## src/rtl/phase_order_interlock.sv

```systemverilog
module phase_order_interlock #(
  parameter int SETTLE_CYCLES = 50_000_000,
  parameter int LOSS_CYCLES   = 1_500_000
) (
  input  logic clk,
  input  logic rst_n,
  input  logic ref_half_i,
  input  logic probe_half_i,
  output logic drive_straight_o,
  output logic drive_swapped_o
);
  localparam int SW = $clog2(SETTLE_CYCLES + 1);
  localparam int LW = $clog2(LOSS_CYCLES + 1);

  logic [1:0]    ref_sync, prb_sync;
  logic          ref_prev, prb_prev;
  logic [LW-1:0] gap_cnt;
  logic [SW-1:0] settle_cnt;
  logic          seq_q, en_q;

  wire ref_rise = ref_sync[1] & ~ref_prev;
  wire prb_rise = prb_sync[1] & ~prb_prev;
  wire lost     = (gap_cnt == LW'(LOSS_CYCLES));
  wire ready    = (settle_cnt == SW'(SETTLE_CYCLES));

  always_ff @(posedge clk or negedge rst_n) begin
    if (!rst_n) begin
      ref_sync <= '0;
      prb_sync <= '0;
      ref_prev <= 1'b0;
      prb_prev <= 1'b0;
    end else begin
      ref_sync <= {ref_sync[0], ref_half_i};
      prb_sync <= {prb_sync[0], probe_half_i};
      ref_prev <= ref_sync[1];
      prb_prev <= prb_sync[1];
    end
  end

  always_ff @(posedge clk or negedge rst_n) begin
    if (!rst_n) gap_cnt <= LW'(LOSS_CYCLES);
    else if (ref_rise) gap_cnt <= '0;
    else if (!lost) gap_cnt <= gap_cnt + 1'b1;
  end

  always_ff @(posedge clk or negedge rst_n) begin
    if (!rst_n) settle_cnt <= '0;
    else if (lost) settle_cnt <= '0;
    else if (!ready) settle_cnt <= settle_cnt + 1'b1;
  end

  always_ff @(posedge clk or negedge rst_n) begin
    if (!rst_n) begin
      seq_q <= 1'b0;
      en_q  <= 1'b0;
    end else begin
      if (prb_rise) seq_q <= ref_sync[1];
      if (lost) en_q <= 1'b0;
      else if (prb_rise) en_q <= ready;
    end
  end

  assign drive_straight_o = en_q & seq_q;
  assign drive_swapped_o  = en_q & ~seq_q;

  assert_exclusive_R5: assert property (@(posedge clk) disable iff (!rst_n)
    !(drive_straight_o && drive_swapped_o));

  assert_loss_drop_R6: assert property (@(posedge clk) disable iff (!rst_n)
    lost |=> !(drive_straight_o || drive_swapped_o));

  assert_settled_first_R4: assert property (@(posedge clk) disable iff (!rst_n)
    $rose(drive_straight_o || drive_swapped_o) |-> $past(ready));

  assert_edge_only_R8: assert property (@(posedge clk) disable iff (!rst_n)
    ($rose(drive_straight_o) || $rose(drive_swapped_o)) |-> $past(prb_rise));

  assert_reset_quiet_R1: assert property (@(posedge clk)
    !rst_n |-> !(drive_straight_o || drive_swapped_o));
endmodule

```

## config.mk

```make
export PLATFORM = sky130hd
export DESIGN_NAME = phase_order_interlock
export DESIGN_NICKNAME = d
export VERILOG_FILES = /design/src/rtl/phase_order_interlock.sv
export SDC_FILE = /design/constraint.sdc
export NUM_CORES = 1
export LEC_CHECK = 0
export CAP_MARGIN = 20
export CORE_MARGIN = 3
export CORE_UTILIZATION = 66
export CTS_CLUSTER_DIAMETER = 80
export CTS_CLUSTER_SIZE = 24
export DETAILED_ROUTE_END_ITERATION = 8
export PLACE_DENSITY = 0.84
export SYNTH_ARGS = -nofsm -noshare
export SYNTH_HDL_FRONTEND = slang
export SYNTH_SLANG_ARGS = --single-unit
export TNS_END_PERCENT = 1
```

## constraint.sdc

```tcl
create_clock -name clk -period 5.6 [get_ports clk]
set_input_delay 0.56 -clock clk [delete_from_list [all_inputs] [get_ports clk]]
set_output_delay 0.56 -clock clk [all_outputs]
set_load 0.05 [all_outputs]
```

# Word-level counts from Yosys, hierarchy flattened
# Index checks and enable logic that the tools add are counted.
[word_totals]
elab_cells = 28
input_bits = 4
regBits = 55
[classes]
n_reduce_logical = 1
add_sub_neg = 2
mux = 6
eq_ne = 4
n_bitwise = 7
[op_table]
columns = ["operator", "count"]
rows = [
  ["2-to-1 mux 26 bit", 2],
  ["2-to-1 mux 21 bit", 2],
  ["adder 26 x 1 -> 26 bit, second input constant", 1],
  ["equality test 26 bit, second input constant", 1],
  ["adder 21 x 1 -> 21 bit, second input constant", 1],
  ["equality test 21 bit, second input constant", 1],
  ["AND 1 bit", 4],
  ["inequality test 2 bit, second input constant", 2],
  ["inverter 1 bit", 3],
  ["2-to-1 mux 1 bit", 2],
  ["nonzero test 2 bit", 1],
]

# Longest topological paths before layout
[depth]
ltp_word = 4
mapped_depth = 7
depth_no_buf = 6

# Worst setup path before layout
# No wires, ideal clock.
[synth_path]
kind = "reg2reg"
from = "reg gap_cnt[0]"
to = "reg settle_cnt[16]"
path_stages_with_launch = 8
arrival_ns = 1.789
path_slack_ns = 3.679
required_time_ns = 5.468
path_cell_list = "dfrtp_1 inv_1 ha_1 nor4bb_1 nand4b_1 nor2_1 clkbuf_1 nor2_1"
[synth_between]
elab_chain_cells = 2
[synth_rtl]
columns = ["item", "line", "text"]
rows = [
  ["start, declared", "17", "logic [LW-1:0] gap_cnt;"],
  ["start signal, assigned", "41", "if (!rst_n) gap_cnt <= LW'(LOSS_CYCLES);"],
  ["start signal, assigned", "43", "else if (!lost) gap_cnt <= gap_cnt + 1'b1;"],
  ["equality test 21 bit (*)", "23", "wire lost = (gap_cnt == LW'(LOSS_CYCLES));"],
  ["inequality test 2 bit (no source line) or 2-to-1 mux 26 bit (tied branches)", "-", ""],
  ["end signal, assigned", "49", "else if (!ready) settle_cnt <= settle_cnt + 1'b1;"],
  ["end, declared", "18", "logic [SW-1:0] settle_cnt;"],
]
# Every way passes the cells marked *; elsewhere a longest branch is shown, timed or not.
# A chain may end at the register's enable or synchronous reset.

# Worst setup path in the final report
[layout_path]
from = "reg en_q"
to = "out drive_swapped_o"
[layout_between]
elab_chain_cells = 1
[layout_rtl]
columns = ["item", "line", "text"]
rows = [
  ["start, declared", "19", "logic seq_q, en_q;"],
  ["start signal, assigned", "59", "else if (prb_rise) en_q <= ready;"],
  ["AND 1 bit", "64", "assign drive_swapped_o = en_q & ~seq_q;"],
  ["end, declared", "10", "output logic drive_swapped_o"],
]
# Every way passes these cells.

==> impl_metrics.yaml <==
run_status:
  run_status: "complete, no violations"
pwr:
  power.ir.vdd_worst_mv: 0.2175
  power_uw: 688.6
  cellPowerDensity_nw_per_um2: 226.5
  leakage_uw: 0.001165
sta:
  rsz0062_at_grt: "no"
  timing.slew.headroom: 0.5497
  skew_ns: 0.006440
  period_needed_ns: 2.221
  slew_violations: 0
  total_setup_violations_reported_at_the_end_of_the_flow: 0
  maxClockFrequency_mhz: 450.3
  ratio_of_final_minimum_period_to_clock_period: 0.3965
  worst_slew_pin_slew_ns: 0.6754
  finalHoldViolCount: 0
  fin_tns_setup_ns: 0
routing:
  avgViaCountPerCell: 6.482
  route.detailed.drc: 0
  avgRoutedWirePerCell_um: 16.07
  wl_mm: 5.737
  number_of_detailed_route_iterations_in_the_first_pass: 4
  first_iter_violations: 220
  via_count: 2314
  route.antenna.remaining_nets: 0
global_routing:
  grt_first_pass_wirelength_mm: 10.16
  grt_pass1_vias: 2157
  remaining_global_route_overflow: 0
  pin_count_of_the_biggest_net_entering_global_routing: 56
  antenna_found_initial: 0
  grt_use_total: 0.2488
synth:
  yosysSeqAreaShare: 0.4871
  post_synth_and_or_nand_nor_area_fraction: 0.2957
  synthMuxAreaShare: 0.003949
  synthDistinctLibCells: 39
  synth_fa_ha_area_frac: 0.02194
  gate_count_post_synth: 297
  synth-warning-count: 0
  synth_seq_cells: 55
  xor_and_xnor_area_share_after_synthesis: 0.06450
  post_synth.cell_area_avg_sq_um: 9.601
  synthesis.area_sq_um: 2851
  compound_cell_area_share_of_the_yosys_netlist: 0.1044
  synth_top_family_by_area: "simple AND/OR/NAND/NOR gates"
  synth.net_count: 306
worst_setup_path:
  cp_cell_sequence: "nor2b_1 > clkdlybuf4s50_1"
  timing.critical_path.from_type: "register"
  startpoint: "en_q"
  r2r_start: "gap_cnt[1]"
  worst_setup_path_end_kind: "output port"
  worst-setup-path-type: "reg -> out"
  rr_worst_depth: 5
  critPathSlowestCell: "sky130_fd_sc_hd__clkdlybuf4s50_1"
  critical-path-max-stage-delay_ns: 0.82
  required_arrival_time_at_the_worst_endpoint_ns: 5.04
  cp.arrival_ns: 1.66
  worst-path-max-fanout: 3
clocking:
  clock_tree.root_cell: "sky130_fd_sc_hd__clkbuf_8"
  cts_setup_buffers: 0
  clk_transition_reported_paths_ns: 0.09
  numCtsBuffers: 5
  postCtsResizedCells: 0
  bufs_on_longest_clock_path: 2
  ctsHoldBuffers: 0
  worstSkewPairLatency_ns: 0.30
  tritoncts_num_sinks: 55
  tritoncts: "built"
  clock_tree.htree_level_count: 2
finish:
  layout_commonest_cell: "sky130_fd_sc_hd__dfrtp_1"
  n_fill_cell: 292
  final_cell_mix: "sky130_fd_sc_hd__dfrtp_1, sky130_fd_sc_hd__nor2_1, sky130_fd_sc_hd__a21oi_1"
  area_growth_syn_to_layout_pct: 6.626
  multi_input_logic_area_sq_um: 1399
  ratio_of_cells_with_drive_above_1_in_the_final_layout: 0.08469
  seq_area_sq_um: 1389
  nNetsFinal: 315
  antenna_cells_inserted: 0
min_path:
  min-delay-path-class: "reg -> reg"
  hold_depth: 0
  timing.hold.worst.start: "prb_sync[0]"
floorplan:
  die_area_sq_um: 5145
  num_io_pins: 6
  die_width_um: 71.73
  start_util: 0.6978
  core_sq_um: 4086
  placement_rows: 23
  die_h_um: 71.73
placement:
  hpwlAfterDp_mm: 4.011
  io_buffer_count: 5
  routabilityCongestion: 0.8507
flow_run:
  max-cap-violations: 0
-- layout make-up --
class                   count  share of cell area
multi-input cells         226              0.4601
repair buffers              8             0.02222
clock buffers               6             0.02387
flip-flops and latches     55              0.4568
inverters                  10             0.01235
well taps                  50             0.02058
clock inverters             2            0.004115
-- cell usage after synthesis, drive strengths merged --
master	number	area (sq um)
xnor2	15	131.4
nor3	10	50.05
a21oi	24	120.1
or4	8	65.06
dfstp	10	262.8
nor4bb	2	20.02
nand4	13	81.33
clkbuf	5	18.77
o21ai	12	60.06
and4b	1	10.01
o41ai	1	8.760
or3	14	87.58
buf	1	7.510
a41o	3	30.03
dfrtp	45	1126
or2b	1	7.510
nand3	18	102.6
nor2b	3	18.77
nand2	19	71.32
nor4b	4	35.03
inv	10	37.54
o31ai	8	60.06
xor2	6	52.55
nand4b	1	8.760
nor4	8	50.05
nand2b	3	18.77
nand3b	1	7.510
or4b	1	10.01
and4	5	43.79
and2b	1	8.760
and2	2	12.51
and3	4	25.02
mux2	1	11.26
ha	5	62.56
nor2	29	108.9
a31oi	3	18.77
-- layer usage --
metal  global-route usage  vias to the layer above  routed length [um]
met5                    0                        -                   0
li1                     -                     1117                   -
met4              0.06054                        0                  61
met3              0.04488                        8                 336
met1               0.3686                     1130                2653
met2               0.3837                       59                2686
-- critical path, delay by kind of cell, from the launching register on --
family,cells,cell delay (ns)
buffers and inverters,1,0.82
DFF,1,0.39
and+or+nand+nor,1,0.15
-- cells by family after synthesis --
family / count (synthesis)
flops: 55
xor+xnor: 21
compound gates: 51
fa+ha+maj: 5
mux: 1
simple gates: 148
buf+inv: 16
-- power by group --
part / leakage, uW / switching, uW / internal, uW / total (uW)
Clock: 0.0000412 / 125 / 87.7 / 213
Sequential: 0.000697 / 17.8 / 410 / 428
Combinational: 0.000427 / 28.8 / 19.0 / 47.8
Total: 0.00116 / 171 / 517 / 689
-- state kept, by name, indices dropped and copies added (netlist names) --
| name | count |
|---|---|
| ref_sync | 2 |
| gap_cnt | 21 |
| prb_sync | 2 |
| prb_prev | 1 |
| en_q | 1 |
| ref_prev | 1 |
| settle_cnt | 26 |
| seq_q | 1 |
-- final timing paths --
kind,slack [ns],to
setup / recovery,3.38,drive_swapped_o
hold / removal,0.36,prb_sync[1]
setup reg to reg,3.58,gap_cnt[18]
hold reg to reg,0.36,prb_sync[1]
max in group asynchronous,4.78,settle_cnt[5]
min in group asynchronous,0.37,gap_cnt[4]
-- stage by stage --
step / cells / worst slack (ns) / hold slack, ns / util / area (sq um)
after floorplan: 297 / 3.679 / 0.2644 / - / 2851
after global placement: 349 / 3.646 / 0.3363 / 0.7232 / 2955
after detailed placement: 349 / 3.606 / 0.3405 / 0.7232 / 2955
after CTS: 357 / 3.355 / 0.3617 / 0.7440 / 3040
after global routing: 357 / 3.322 / 0.3668 / 0.7440 / 3040
final: 357 / 3.379 / 0.3575 / 0.7440 / 3040
Note: power is estimated with default switching activity, not from simulation.
